### src/rtl/gcsel_pkg.sv
package gcsel_pkg;

    localparam int unsigned GCSEL_BLOCKS_DEF = 64;
    localparam int unsigned GCSEL_PAGES_DEF  = 64;
    localparam int unsigned GCSEL_FREE_W_DEF = 8;

    typedef enum logic [1:0] {
        ST_IDLE = 2'd0,
        ST_SCAN = 2'd1,
        ST_HOLD = 2'd2
    } sel_state_e;

    // stale threshold: three quarters of the pages in a block
    function automatic int unsigned stale_limit(input int unsigned pages);
        return (pages * 3) / 4;
    endfunction

endpackage

### src/rtl/gcsel_wear_track.sv
module gcsel_wear_track
    import gcsel_pkg::*;
#(
    parameter int unsigned NUM_BLOCKS      = GCSEL_BLOCKS_DEF,
    parameter int unsigned PAGES_PER_BLOCK = GCSEL_PAGES_DEF,
    localparam int unsigned BW = $clog2(NUM_BLOCKS),
    localparam int unsigned CW = $clog2(PAGES_PER_BLOCK + 1),
    localparam int unsigned TW = $clog2(NUM_BLOCKS + 1)
) (
    input  logic                  clk,
    input  logic                  rst,
    input  logic                  inv_valid,
    input  logic [BW-1:0]         inv_block,
    input  logic                  erase_en,
    input  logic [BW-1:0]         erase_blk,
    output logic [NUM_BLOCKS-1:0] stale,
    output logic                  tally_nz
);

    localparam int unsigned LIMIT = stale_limit(PAGES_PER_BLOCK);
    localparam logic [CW-1:0] LIMIT_C = CW'(LIMIT);
    localparam logic [CW-1:0] FULL_C  = CW'(PAGES_PER_BLOCK);

    logic [CW-1:0] cnt [NUM_BLOCKS];
    logic [TW-1:0] tally;
    logic          inv_hit;
    logic          set_evt;
    logic          clr_evt;

    // invalidation counts only if in range and not aimed at the block being erased
    always_comb begin
        inv_hit = inv_valid && (32'(inv_block) < NUM_BLOCKS)
                  && !(erase_en && inv_block == erase_blk);
        set_evt = 1'b0;
        if (inv_hit) begin
            set_evt = !stale[inv_block] && (cnt[inv_block] >= LIMIT_C)
                      && (cnt[inv_block] < FULL_C);
        end
        clr_evt = erase_en && stale[erase_blk];
    end

    for (genvar i = 0; i < NUM_BLOCKS; i++) begin : g_blk
        always_ff @(posedge clk) begin
            if (rst) begin
                cnt[i]   <= '0;
                stale[i] <= 1'b0;
            end else if (erase_en && erase_blk == BW'(i)) begin
                cnt[i]   <= '0;
                stale[i] <= 1'b0;
            end else if (inv_hit && inv_block == BW'(i) && cnt[i] < FULL_C) begin
                cnt[i] <= cnt[i] + 1'b1;
                if (cnt[i] >= LIMIT_C)
                    stale[i] <= 1'b1;
            end
        end


        stale_needs_count_chk: assert property (@(posedge clk) disable iff (rst)
            stale[i] |-> (cnt[i] > LIMIT_C));
    end

    always_ff @(posedge clk) begin
        if (rst)
            tally <= '0;
        else if (set_evt && !clr_evt)
            tally <= tally + 1'b1;
        else if (clr_evt && !set_evt)
            tally <= tally - 1'b1;
    end

    assign tally_nz = (tally != '0);


    tally_match_chk: assert property (@(posedge clk) disable iff (rst)
        32'(tally) == 32'($countones(stale)));


    erase_clears_chk: assert property (@(posedge clk) disable iff (rst)
        erase_en |=> (stale[$past(erase_blk)] == 1'b0));

endmodule

### src/rtl/gcsel_pick.sv
module gcsel_pick
    import gcsel_pkg::*;
#(
    parameter int unsigned NUM_BLOCKS = GCSEL_BLOCKS_DEF,
    localparam int unsigned BW = $clog2(NUM_BLOCKS)
) (
    input  logic                  clk,
    input  logic                  rst,
    input  logic                  trigger,
    input  logic                  tally_nz,
    input  logic [NUM_BLOCKS-1:0] stale,
    input  logic                  erase_done,
    output logic                  victim_valid,
    output logic [BW-1:0]         victim_block,
    output logic                  erase_en,
    output logic [BW-1:0]         erase_blk
);

    localparam logic [BW-1:0] LAST = BW'(NUM_BLOCKS - 1);

    sel_state_e    state;
    logic [BW-1:0] seq_ptr;
    logic [BW-1:0] scan_ptr;
    logic [BW-1:0] victim_q;

    function automatic logic [BW-1:0] wrap_inc(input logic [BW-1:0] v);
        return (v == LAST) ? '0 : v + 1'b1;
    endfunction

    always_ff @(posedge clk) begin
        if (rst) begin
            state    <= ST_IDLE;
            seq_ptr  <= '0;
            scan_ptr <= '0;
            victim_q <= '0;
        end else begin
            unique case (state)
                ST_IDLE: begin
                    if (trigger) begin
                        if (tally_nz) begin
                            state <= ST_SCAN;
                        end else begin
                            victim_q <= seq_ptr;
                            seq_ptr  <= wrap_inc(seq_ptr);
                            state    <= ST_HOLD;
                        end
                    end
                end
                ST_SCAN: begin
                    if (stale[scan_ptr]) begin
                        victim_q <= scan_ptr;
                        state    <= ST_HOLD;
                    end
                    scan_ptr <= wrap_inc(scan_ptr);
                end
                ST_HOLD: begin
                    if (erase_done)
                        state <= ST_IDLE;
                end
                default: state <= ST_IDLE;
            endcase
        end
    end

    assign victim_valid = (state == ST_HOLD);
    assign victim_block = victim_q;
    assign erase_en     = victim_valid && erase_done;
    assign erase_blk    = victim_q;


    victim_hold_chk: assert property (@(posedge clk) disable iff (rst)
        (victim_valid && !erase_done) |=> (victim_valid && $stable(victim_block)));


    idle_without_trigger_chk: assert property (@(posedge clk) disable iff (rst)
        (state == ST_IDLE && !trigger) |=> !victim_valid && state == ST_IDLE);


    seq_pick_chk: assert property (@(posedge clk) disable iff (rst)
        (state == ST_IDLE && trigger && !tally_nz) |=>
            (victim_valid && victim_block == $past(seq_ptr)));


    scan_pick_chk: assert property (@(posedge clk) disable iff (rst)
        (state == ST_SCAN && stale[scan_ptr]) |=>
            (victim_valid && victim_block == $past(scan_ptr)));


    scan_skip_chk: assert property (@(posedge clk) disable iff (rst)
        (state == ST_SCAN && !stale[scan_ptr]) |=> (state == ST_SCAN));

endmodule

### src/rtl/gcsel_victim_top.sv
module gcsel_victim_top
    import gcsel_pkg::*;
#(
    parameter int unsigned NUM_BLOCKS      = GCSEL_BLOCKS_DEF,
    parameter int unsigned PAGES_PER_BLOCK = GCSEL_PAGES_DEF,
    parameter int unsigned FREE_W          = GCSEL_FREE_W_DEF,
    localparam int unsigned BW = $clog2(NUM_BLOCKS)
) (
    input  logic              clk,
    input  logic              rst,
    input  logic              inv_valid,
    input  logic [BW-1:0]     inv_block,
    input  logic [FREE_W-1:0] free_blocks,
    input  logic              erase_done,
    output logic              victim_valid,
    output logic [BW-1:0]     victim_block
);

    logic [NUM_BLOCKS-1:0] stale;
    logic                  tally_nz;
    logic                  erase_en;
    logic [BW-1:0]         erase_blk;
    logic                  trigger;

    assign trigger = (free_blocks == FREE_W'(1));

    gcsel_wear_track #(
        .NUM_BLOCKS      (NUM_BLOCKS),
        .PAGES_PER_BLOCK (PAGES_PER_BLOCK)
    ) u_track (
        .clk       (clk),
        .rst       (rst),
        .inv_valid (inv_valid),
        .inv_block (inv_block),
        .erase_en  (erase_en),
        .erase_blk (erase_blk),
        .stale     (stale),
        .tally_nz  (tally_nz)
    );

    gcsel_pick #(
        .NUM_BLOCKS (NUM_BLOCKS)
    ) u_pick (
        .clk          (clk),
        .rst          (rst),
        .trigger      (trigger),
        .tally_nz     (tally_nz),
        .stale        (stale),
        .erase_done   (erase_done),
        .victim_valid (victim_valid),
        .victim_block (victim_block),
        .erase_en     (erase_en),
        .erase_blk    (erase_blk)
    );


    reset_quiet_chk: assert property (@(posedge clk)
        $past(rst) |-> !victim_valid);

endmodule

### config.mk
export PLATFORM = sky130hd
export DESIGN_NAME = gcsel_victim_top
export DESIGN_NICKNAME = d
export VERILOG_FILES = /design/src/rtl/gcsel_pkg.sv /design/src/rtl/gcsel_wear_track.sv /design/src/rtl/gcsel_pick.sv /design/src/rtl/gcsel_victim_top.sv
export SDC_FILE = /design/constraint.sdc
export NUM_CORES = 1
export LEC_CHECK = 0
export BUFFER_PORTS_ARGS = -buffer_cell sky130_fd_sc_hd__buf_2
export CELL_PAD_IN_SITES_DETAIL_PLACEMENT = 1
export CELL_PAD_IN_SITES_GLOBAL_PLACEMENT = 2
export CORE_ASPECT_RATIO = 1.75
export CORE_MARGIN = 2
export CORE_UTILIZATION = 35
export CTS_BUF_LIST = sky130_fd_sc_hd__clkbuf_4
export DETAILED_ROUTE_END_ITERATION = 6
export GPL_ROUTABILITY_DRIVEN = 0
export PLACE_DENSITY = 0.81
export SLEW_MARGIN = 40
export SYNTH_ARGS = -nofsm -noshare
export SYNTH_HDL_FRONTEND = slang
export SYNTH_SLANG_ARGS = --single-unit
### constraint.sdc
create_clock -name clk -period 4.5 [get_ports clk]
set_clock_uncertainty 0.2 [all_clocks]
set_input_delay 0.45 -clock clk [delete_from_list [all_inputs] [get_ports clk]]
set_output_delay 0.45 -clock clk [all_outputs]
set_load 0.05 [all_outputs]
Word-level counts from Yosys, hierarchy flattened. Memory sizes are Yosys's and may differ from the RTL's. Index checks and enable logic that the tools add are counted.

Flip-flop bits (word level): 91. Latch bits: 0. Bits in writable memories: 448. Memory bits (read-only): 0. Input bits: 18. Logic and storage cells: 1475. Memories kept: 1.

Memory list: u_track.cnt (words 64, width 7, read ports 65, clocked after memory_dff 0, wr ports 64, RTL line gcsel_wear_track.sv:24) `logic [CW-1:0] cnt [NUM_BLOCKS];`.

Add/sub/neg operators: 68. Multiply operators: 0. Div/mod/pow operators: 0. $lt $le $gt $ge: 133. Equality and inequality tests: 136. Shift-type cells: 0. Muxes and demuxes: 598. Bitwise logic cells: 129. Reductions and logical operators: 341.

Operator list (number): two-way mux 7 bit (130); adder 7 x 1 -> 7 bit (second input constant) (65); greater-or-equal comparator 7 x 6 -> 1 bit (second input constant) (65); less-than comparator 7 bit (second input constant) (65); two-way mux 1 bit (454); == test 6 bit (second input constant) (66); logical AND 1 bit (200); == test 6 x 5 -> 1 bit (second input constant) (32); bitwise OR 1 bit (128); AND reduction 2 bit (64); OR reduction 2 bit (64); == test 6 x 4 -> 1 bit (second input constant) (16); == test 6 x 3 -> 1 bit (second input constant) (8); two-way mux 6 bit (5); == test 6 x 2 -> 1 bit (second input constant) (4); less-than comparator 6 x 7 -> 1 bit (second input constant) (3); binary-select mux 1 bit (select 6 bit) (3); adder 6 x 1 -> 6 bit (second input constant) (2); == test 6 x 1 -> 1 bit (second input constant) (2); zero test 6 bit (2); one-hot mux 6 bit (2 select lines) (1); == test 8 x 1 -> 1 bit (second input constant) (1); two-way mux 2 bit (4); nonzero test 7 bit (1); other kinds (13) (20).

Longest topological paths before layout.
Depth in word-level cells: 12. Gate-level depth with buffers: 20.

Hierarchy. From an unflattened synthesis, not the netlist that was laid out.

Cells, all modules: 2514. Area, all modules: 28432.3 µm².

Modules (own cells, without submodules): gcsel_wear_track (times used 1, cells each 2332, area an instance 26675.6 µm²); gcsel_pick (times used 1, cells each 179, area an instance 1736.7 µm²); gcsel_victim_top (times used 1, cells each 3, area an instance 20.0 µm²).

Least setup slack after synthesis. No wires, ideal clock.

Path kind: flip-flop to flip-flop. Start point: register u_pick.victim_q[0], in the netlist u_pick.erase_blk[0]. End point: register u_track.tally[6]. Library setup time: 0.121 ns. Data arrival time: 4.557 ns. Required time: 4.179 ns. Slack: -0.378 ns. Cell stages (with the launch flop): 17. Path buffers: 2. Period minus slack after synthesis: 4.878 ns. Cell sequence: dfxtp_1 -> buf_2 -> buf_1 -> mux4_2 -> mux4_2 -> mux4_2 -> nand3_1 -> ha_1 -> inv_1 -> ha_1 -> nor2b_1 -> o21ai_0 -> nand2b_1 -> a21o_1 -> a21oi_1 -> mux2i_1 -> mux2_2.

Longest elaborated chain between the ends: 8. Elaborated cells between the ends (all ways): 14. Those cells by class: eq/ne: 1; mux: 4; reduce/logical: 9.

Ends and longest elaborated chain: start: declaration (RTL line gcsel_pick.sv:24) `logic [BW-1:0] victim_q;`; start signal: assignment (RTL line gcsel_pick.sv:43) `victim_q <= seq_ptr;`; start signal: assignment (RTL line gcsel_pick.sv:51) `victim_q <= scan_ptr;`; branches (longest 8 deep; another with two-way mux 7 bit); end signal: assignment (RTL line gcsel_wear_track.sv:66) `tally <= tally + 1'b1;`; end signal: assignment (RTL line gcsel_wear_track.sv:68) `tally <= tally - 1'b1;`; end: declaration (RTL line gcsel_wear_track.sv:25) `logic [TW-1:0] tally;`.

Several ways; the timed one is not identified. The select of a mux whose other input is x is not followed. A chain may end at the register's enable or synchronous reset.

==> impl_table.tex <==
\begin{tabular}{lr}
\hline
Metric & Value \\
\hline
\multicolumn{2}{l}{\textbf{Status}} \\
\quad Outcome & complete, no violations \\
\multicolumn{2}{l}{\textbf{Floorplan}} \\
\quad Io pins & 25 \\
\quad Die area & 83400 um2 \\
\quad Floorplan die width & 219 um \\
\quad Area inside the core boundary & slightly above 80000 um2 \\
\quad Die height & approximately 380 um \\
\quad Initial cell density of the core & a little over a third \\
\quad Floorplan row count & $\sim$140 \\
\multicolumn{2}{l}{\textbf{Pwr}} \\
\quad Post-layout power & between 10 and 15 mW \\
\quad Worst voltage drop across the vdd grid & around 0.19 mV \\
\quad Part of the power in registers & 52.4\% \\
\quad PD cells & around 330 nW/um2 \\
\quad Net switching power & 2.73 mW \\
\quad Static leakage & roughly 12 nW \\
\quad Fraction of power spent switching nets & around a quarter \\
\quad Internal power & $\sim$8.1 mW \\
\quad Clk pwr share & 41.1\% \\
\quad Combinational share of power & $\sim$6.5\% \\
\multicolumn{2}{l}{\textbf{Logic synthesis}} \\
\quad Library cells used by synthesis & 65 \\
\quad Number of storage elements in the synthesis netlist & approximately 540 \\
\quad Main combinational cell family by area after synthesis & simple AND/OR/NAND/NOR gates \\
\quad Ys Warns & 0 \\
\quad Fraction of the mapped netlist area in compound gates & between 5 and 6\% \\
\quad Share of synthesized area spent on multiplexers & around 4.7\% \\
\quad Post-Synth XOR/XNOR Area & under 10\% \\
\quad Post-Synth Simple-Gate Area & a little under a fifth \\
\quad Post-synth ARST share & 0\% \\
\quad Post-Syn Area per Cell & $\sim$11 um2 \\
\quad Post-synth EDFFs & approximately 450 \\
\quad Mapped Cells & 2627 \\
\quad Main synth FF type & sky130\_fd\_sc\_hd\_\_edfxtp\_1 \\
\quad Post-synthesis adder-cell area fraction & 5.76\% \\
\quad Syn\_nets & 2775 \\
\quad Register area share after synthesis & between 50\% and 60\% \\
\quad Syn Std Cell Area & $\sim$28000 um2 \\
\multicolumn{2}{l}{\textbf{Placement}} \\
\quad Placed inst area & 31100 um2 \\
\quad Worst setup slack after placement & -0.788 ns \\
\quad Placed cell count & $\sim$3800 \\
\quad Hpwl dp & 65400 um \\
\quad I/O Buffers & 24 \\
\multicolumn{2}{l}{\textbf{Worst setup path}} \\
\quad Critical path start-end classification & register to register \\
\quad Category of the worst setup path capture point & register \\
\quad Crit path max fanout & 2 \\
\quad Arrival @ worst endpoint & $\sim$5.1 ns \\
\quad Worst Setup Start Kind & register \\
\quad Crit path required time & 5.17 ns \\
\multicolumn{2}{l}{\textbf{Routing}} \\
\quad Detail Route Antenna Nets & 0 \\
\quad Routed vias & 21547 \\
\quad Detailed-route wire length on metal 1 & 30700 um \\
\quad Detail Route met3 WL & 4250 um \\
\quad Length of routed met2 wiring & between 40000 and 50000 um \\
\quad 1st-iter DRT viols & between 1000 and 1500 \\
\quad Pre-antenna DRT Iters & 5 \\
\quad Remaining routing DRC violations & 0 \\
\quad Final routed wirelength across all metal layers & a little under 90000 um \\
\quad Avg Vias per Cell & between 5 and 6 \\
\quad WL/cell & around 21 um \\
\quad Highest routed layer & met5 \\
\multicolumn{2}{l}{\textbf{CTS}} \\
\quad Number of H-tree branching levels & 4 \\
\quad Clock Tree Buf Depth & 3 \\
\quad Clock sink count & $\sim$540 \\
\quad Clock transition at the register clock pins on the worst setup and hold paths after CTS & about 0.080 ns \\
\quad Clock latency reported for the late side of the worst-skew pair & about 1 ns \\
\quad TritonCTS buffer count & roughly 140 \\
\quad CTS tree & built \\
\quad Root Driver & sky130\_fd\_sc\_hd\_\_clkbuf\_4 \\
\multicolumn{2}{l}{\textbf{Cells and area}} \\
\quad Layout-stage area growth over the synthesis result & 17.4\% \\
\quad Proportion of layout cells with a drive suffix above 1 & 19.2\% \\
\quad Final core occ & approximately two fifths \\
\quad Number of fill cells in the layout & between 8000 and 9000 \\
\quad Net count of the finished layout & a little over 3000 \\
\quad Final cell count without fillers & 4086 \\
\quad Post-route design area & 33300 um2 \\
\multicolumn{2}{l}{\textbf{Timing}} \\
\quad Minimum clock period & $\sim$4.5 ns \\
\quad Period utilization & about 99\% \\
\quad RSZ-0062 raised after global routing & true \\
\quad Slew at the pin closest to its max-slew limit & 0.907 ns \\
\quad Highest attainable clock frequency & 0.224 GHz \\
\quad Setup ws final & between 0.04 and 0.05 ns \\
\quad Number of endpoints with negative hold slack in the final report & 0 \\
\quad Final slew viol count & 0 \\
\quad Worst hold slack across all endpoints & approximately 0.08 ns \\
\quad Relative slew slack & about 39\% \\
\quad Final sum of negative setup slack & 0 ns \\
\quad Number of endpoints failing setup at the final stage & 0 \\
\multicolumn{2}{l}{\textbf{GRT}} \\
\quad Number of antenna violations at the first check in global routing & 4 \\
\quad Number of global-route vias before repair & $\sim$24000 \\
\quad GRT overflow & 0 \\
\quad Maximum number of pins on one net before global-route repair & 37 \\
\quad First-pass GRT wire length & about 130000 um \\
\quad GRT Util Overall & between 20\% and 30\% \\
\multicolumn{2}{l}{\textbf{Worst hold path}} \\
\quad Class of the tightest hold or removal check & primary input to register \\
\multicolumn{2}{l}{\textbf{Flow run}} \\
\quad Count of maximum capacitance violations & 0 \\
\hline
\end{tabular}
[cells in the mapped netlist (5+ instances only)]
master	count	area, um2
sky130_fd_sc_hd__buf_2	23	115
sky130_fd_sc_hd__nand4_1	13	81.3
sky130_fd_sc_hd__a21boi_0	6	45.0
sky130_fd_sc_hd__xor2_1	139	1220
sky130_fd_sc_hd__nor3_2	7	70.1
sky130_fd_sc_hd__or3_1	27	169
sky130_fd_sc_hd__buf_1	8	30.0
sky130_fd_sc_hd__nor3_1	122	611
sky130_fd_sc_hd__o21ai_1	6	30.0
sky130_fd_sc_hd__nor4_1	6	37.5
sky130_fd_sc_hd__a31oi_1	8	50.1
sky130_fd_sc_hd__a21oi_1	79	395
sky130_fd_sc_hd__a211oi_1	8	60.1
sky130_fd_sc_hd__o22ai_1	8	50.1
sky130_fd_sc_hd__ha_1	129	1610
sky130_fd_sc_hd__inv_1	136	510
sky130_fd_sc_hd__dfxtp_1	91	1820
sky130_fd_sc_hd__nand2b_1	38	238
sky130_fd_sc_hd__o21ai_0	94	470
sky130_fd_sc_hd__nor2b_1	13	81.3
sky130_fd_sc_hd__o311ai_0	5	43.8
sky130_fd_sc_hd__buf_4	5	37.5
sky130_fd_sc_hd__and3_1	115	719
sky130_fd_sc_hd__nand2_1	199	747
sky130_fd_sc_hd__clkbuf_1	41	154
sky130_fd_sc_hd__nand3_1	142	711
sky130_fd_sc_hd__nor2_1	414	1550
sky130_fd_sc_hd__edfxtp_1	448	13500
sky130_fd_sc_hd__mux4_2	48	1080
sky130_fd_sc_hd__o31ai_1	31	233
sky130_fd_sc_hd__xnor2_1	136	1190
sky130_fd_sc_hd__mux2i_1	22	220
[cells in the final DEF, fill, tap and decap left out, drive strengths merged, types with 4 or more instances in the layout]
master | Yosys | routed
inv | 137 | 144
nand4 | 13 | 13
a21oi | 79 | 79
a21o | 4 | 4
nand2b | 38 | 38
o21ai | 100 | 100
xor2 | 139 | 139
a31oi | 8 | 8
a21boi | 6 | 6
nand3 | 142 | 142
o31ai | 32 | 32
a211oi | 8 | 8
mux2 | 4 | 4
dfxtp | 91 | 91
nor3 | 129 | 129
buf | 39 | 231
and3 | 115 | 115
mux2i | 22 | 22
nand2 | 200 | 200
clkbuf | 42 | 203
xnor2 | 136 | 136
nor2 | 416 | 416
nor2b | 13 | 13
edfxtp | 448 | 448
nor4 | 6 | 6
dlygate4sd3 | 0 | 5
o22ai | 8 | 8
ha | 129 | 129
bufinv | 0 | 4
o311ai | 5 | 5
mux4 | 48 | 48
or3 | 27 | 27
clkinv | 2 | 39
[worst max-delay path: stages, from the launching register on]
cell and delay [ns]:
sky130_fd_sc_hd__edfxtp_1 0.38, sky130_fd_sc_hd__nand2_2 0.09, sky130_fd_sc_hd__mux4_2 0.48, sky130_fd_sc_hd__mux4_2 0.51, sky130_fd_sc_hd__mux2i_2 0.21, sky130_fd_sc_hd__and4_4 0.30, sky130_fd_sc_hd__a31oi_4 0.05, sky130_fd_sc_hd__nor4_4 0.21
sky130_fd_sc_hd__buf_4 0.18, sky130_fd_sc_hd__ha_4 0.15, sky130_fd_sc_hd__buf_6 0.10, sky130_fd_sc_hd__fa_2 0.24, sky130_fd_sc_hd__nor2b_4 0.05, sky130_fd_sc_hd__o21ai_2 0.11, sky130_fd_sc_hd__nand2b_1 0.11, sky130_fd_sc_hd__a21o_1 0.22
sky130_fd_sc_hd__a21oi_2 0.17, sky130_fd_sc_hd__mux2i_1 0.21, sky130_fd_sc_hd__mux2_2 0.34
[cells by family (layout without fill, tap and decap cells)]
kind of cell / count (synthesis) / in the layout
DFF: 539 / 539
xor gates and xnor gates: 275 / 275
muxes: 74 / 74
other: 0 / 3
adders and majority gates: 130 / 130
AOI/OAI and AO/OA: 273 / 273
buffers and inverters: 220 / 626
and+or+nand+nor: 1116 / 1116
[layer usage]
layer / vias to the layer above / GRT usage, %
met1: 10724 / 21.7
met3: 290 / 4.48
met2: 593 / 37.4
met4: 4 / 15.1
met5: - / 0
li1: 9936 / -
[power by group through the flow]
stage          Combinational [mW]  Sequential (mW)  Clock, mW
6_report                    0.704             5.69       4.47
5_1_grt                     0.767             5.71       4.81
4_1_cts                     0.690             5.69       4.60
3_5_place_dp                0.667             5.80          0
3_3_place_gp                0.632             5.78          0
2_1_floorplan               0.397             5.75          0
[final cells by class]
| class | count | area (um2) | area share (%) |
|---|---|---|---|
| clock buffer | 203 | 1520 | 4.58 |
| timing repair buffer | 236 | 1820 | 5.46 |
| sequential | 539 | 15300 | 45.9 |
| multi-input combinational | 1868 | 12500 | 37.7 |
| inverter | 139 | 524 | 1.57 |
| tap | 1050 | 1310 | 3.95 |
| antenna | 3 | 7.51 | 0.0225 |
| clock inverter | 48 | 292 | 0.875 |
[registers in the layout, indices dropped and copies added, names as in the netlist]
register / cells
u_track.stale: 64
u_pick.seq_ptr: 6
u_pick.state: 2
u_pick.scan_ptr: 6
u_pick.erase_blk: 6
u_track.tally: 7
u_track.cnt: 448
[worst paths after layout]
path                                         from                             end  slack [ns]  depth (start not counted)
setup / recovery  u_track.cnt[1][4]$_SDFFCE_PN0P_   u_track.tally[6]$_SDFFE_PP0P_        0.04                         18
hold / removal                     free_blocks[1]  u_pick.seq_ptr[0]$_SDFFE_PP0P_        0.08                          6
setup reg to reg  u_track.cnt[1][4]$_SDFFCE_PN0P_   u_track.tally[6]$_SDFFE_PP0P_        0.04                         18
hold reg to reg    u_track.stale[39]$_SDFFE_PP0P_  u_track.stale[39]$_SDFFE_PP0P_        0.31                          2
[timing repair]
action                                 in CTS  in global routing
setup endpoints to repair                   3                  3
resized for setup                          20                 14
endpoints found under the hold margin      23                  0
setup buffers                               6                  8
pin swaps                                   7                  7
cloned                                      0                  0
hold buffers                                5                  0
(Power assumes the default switching activity.)
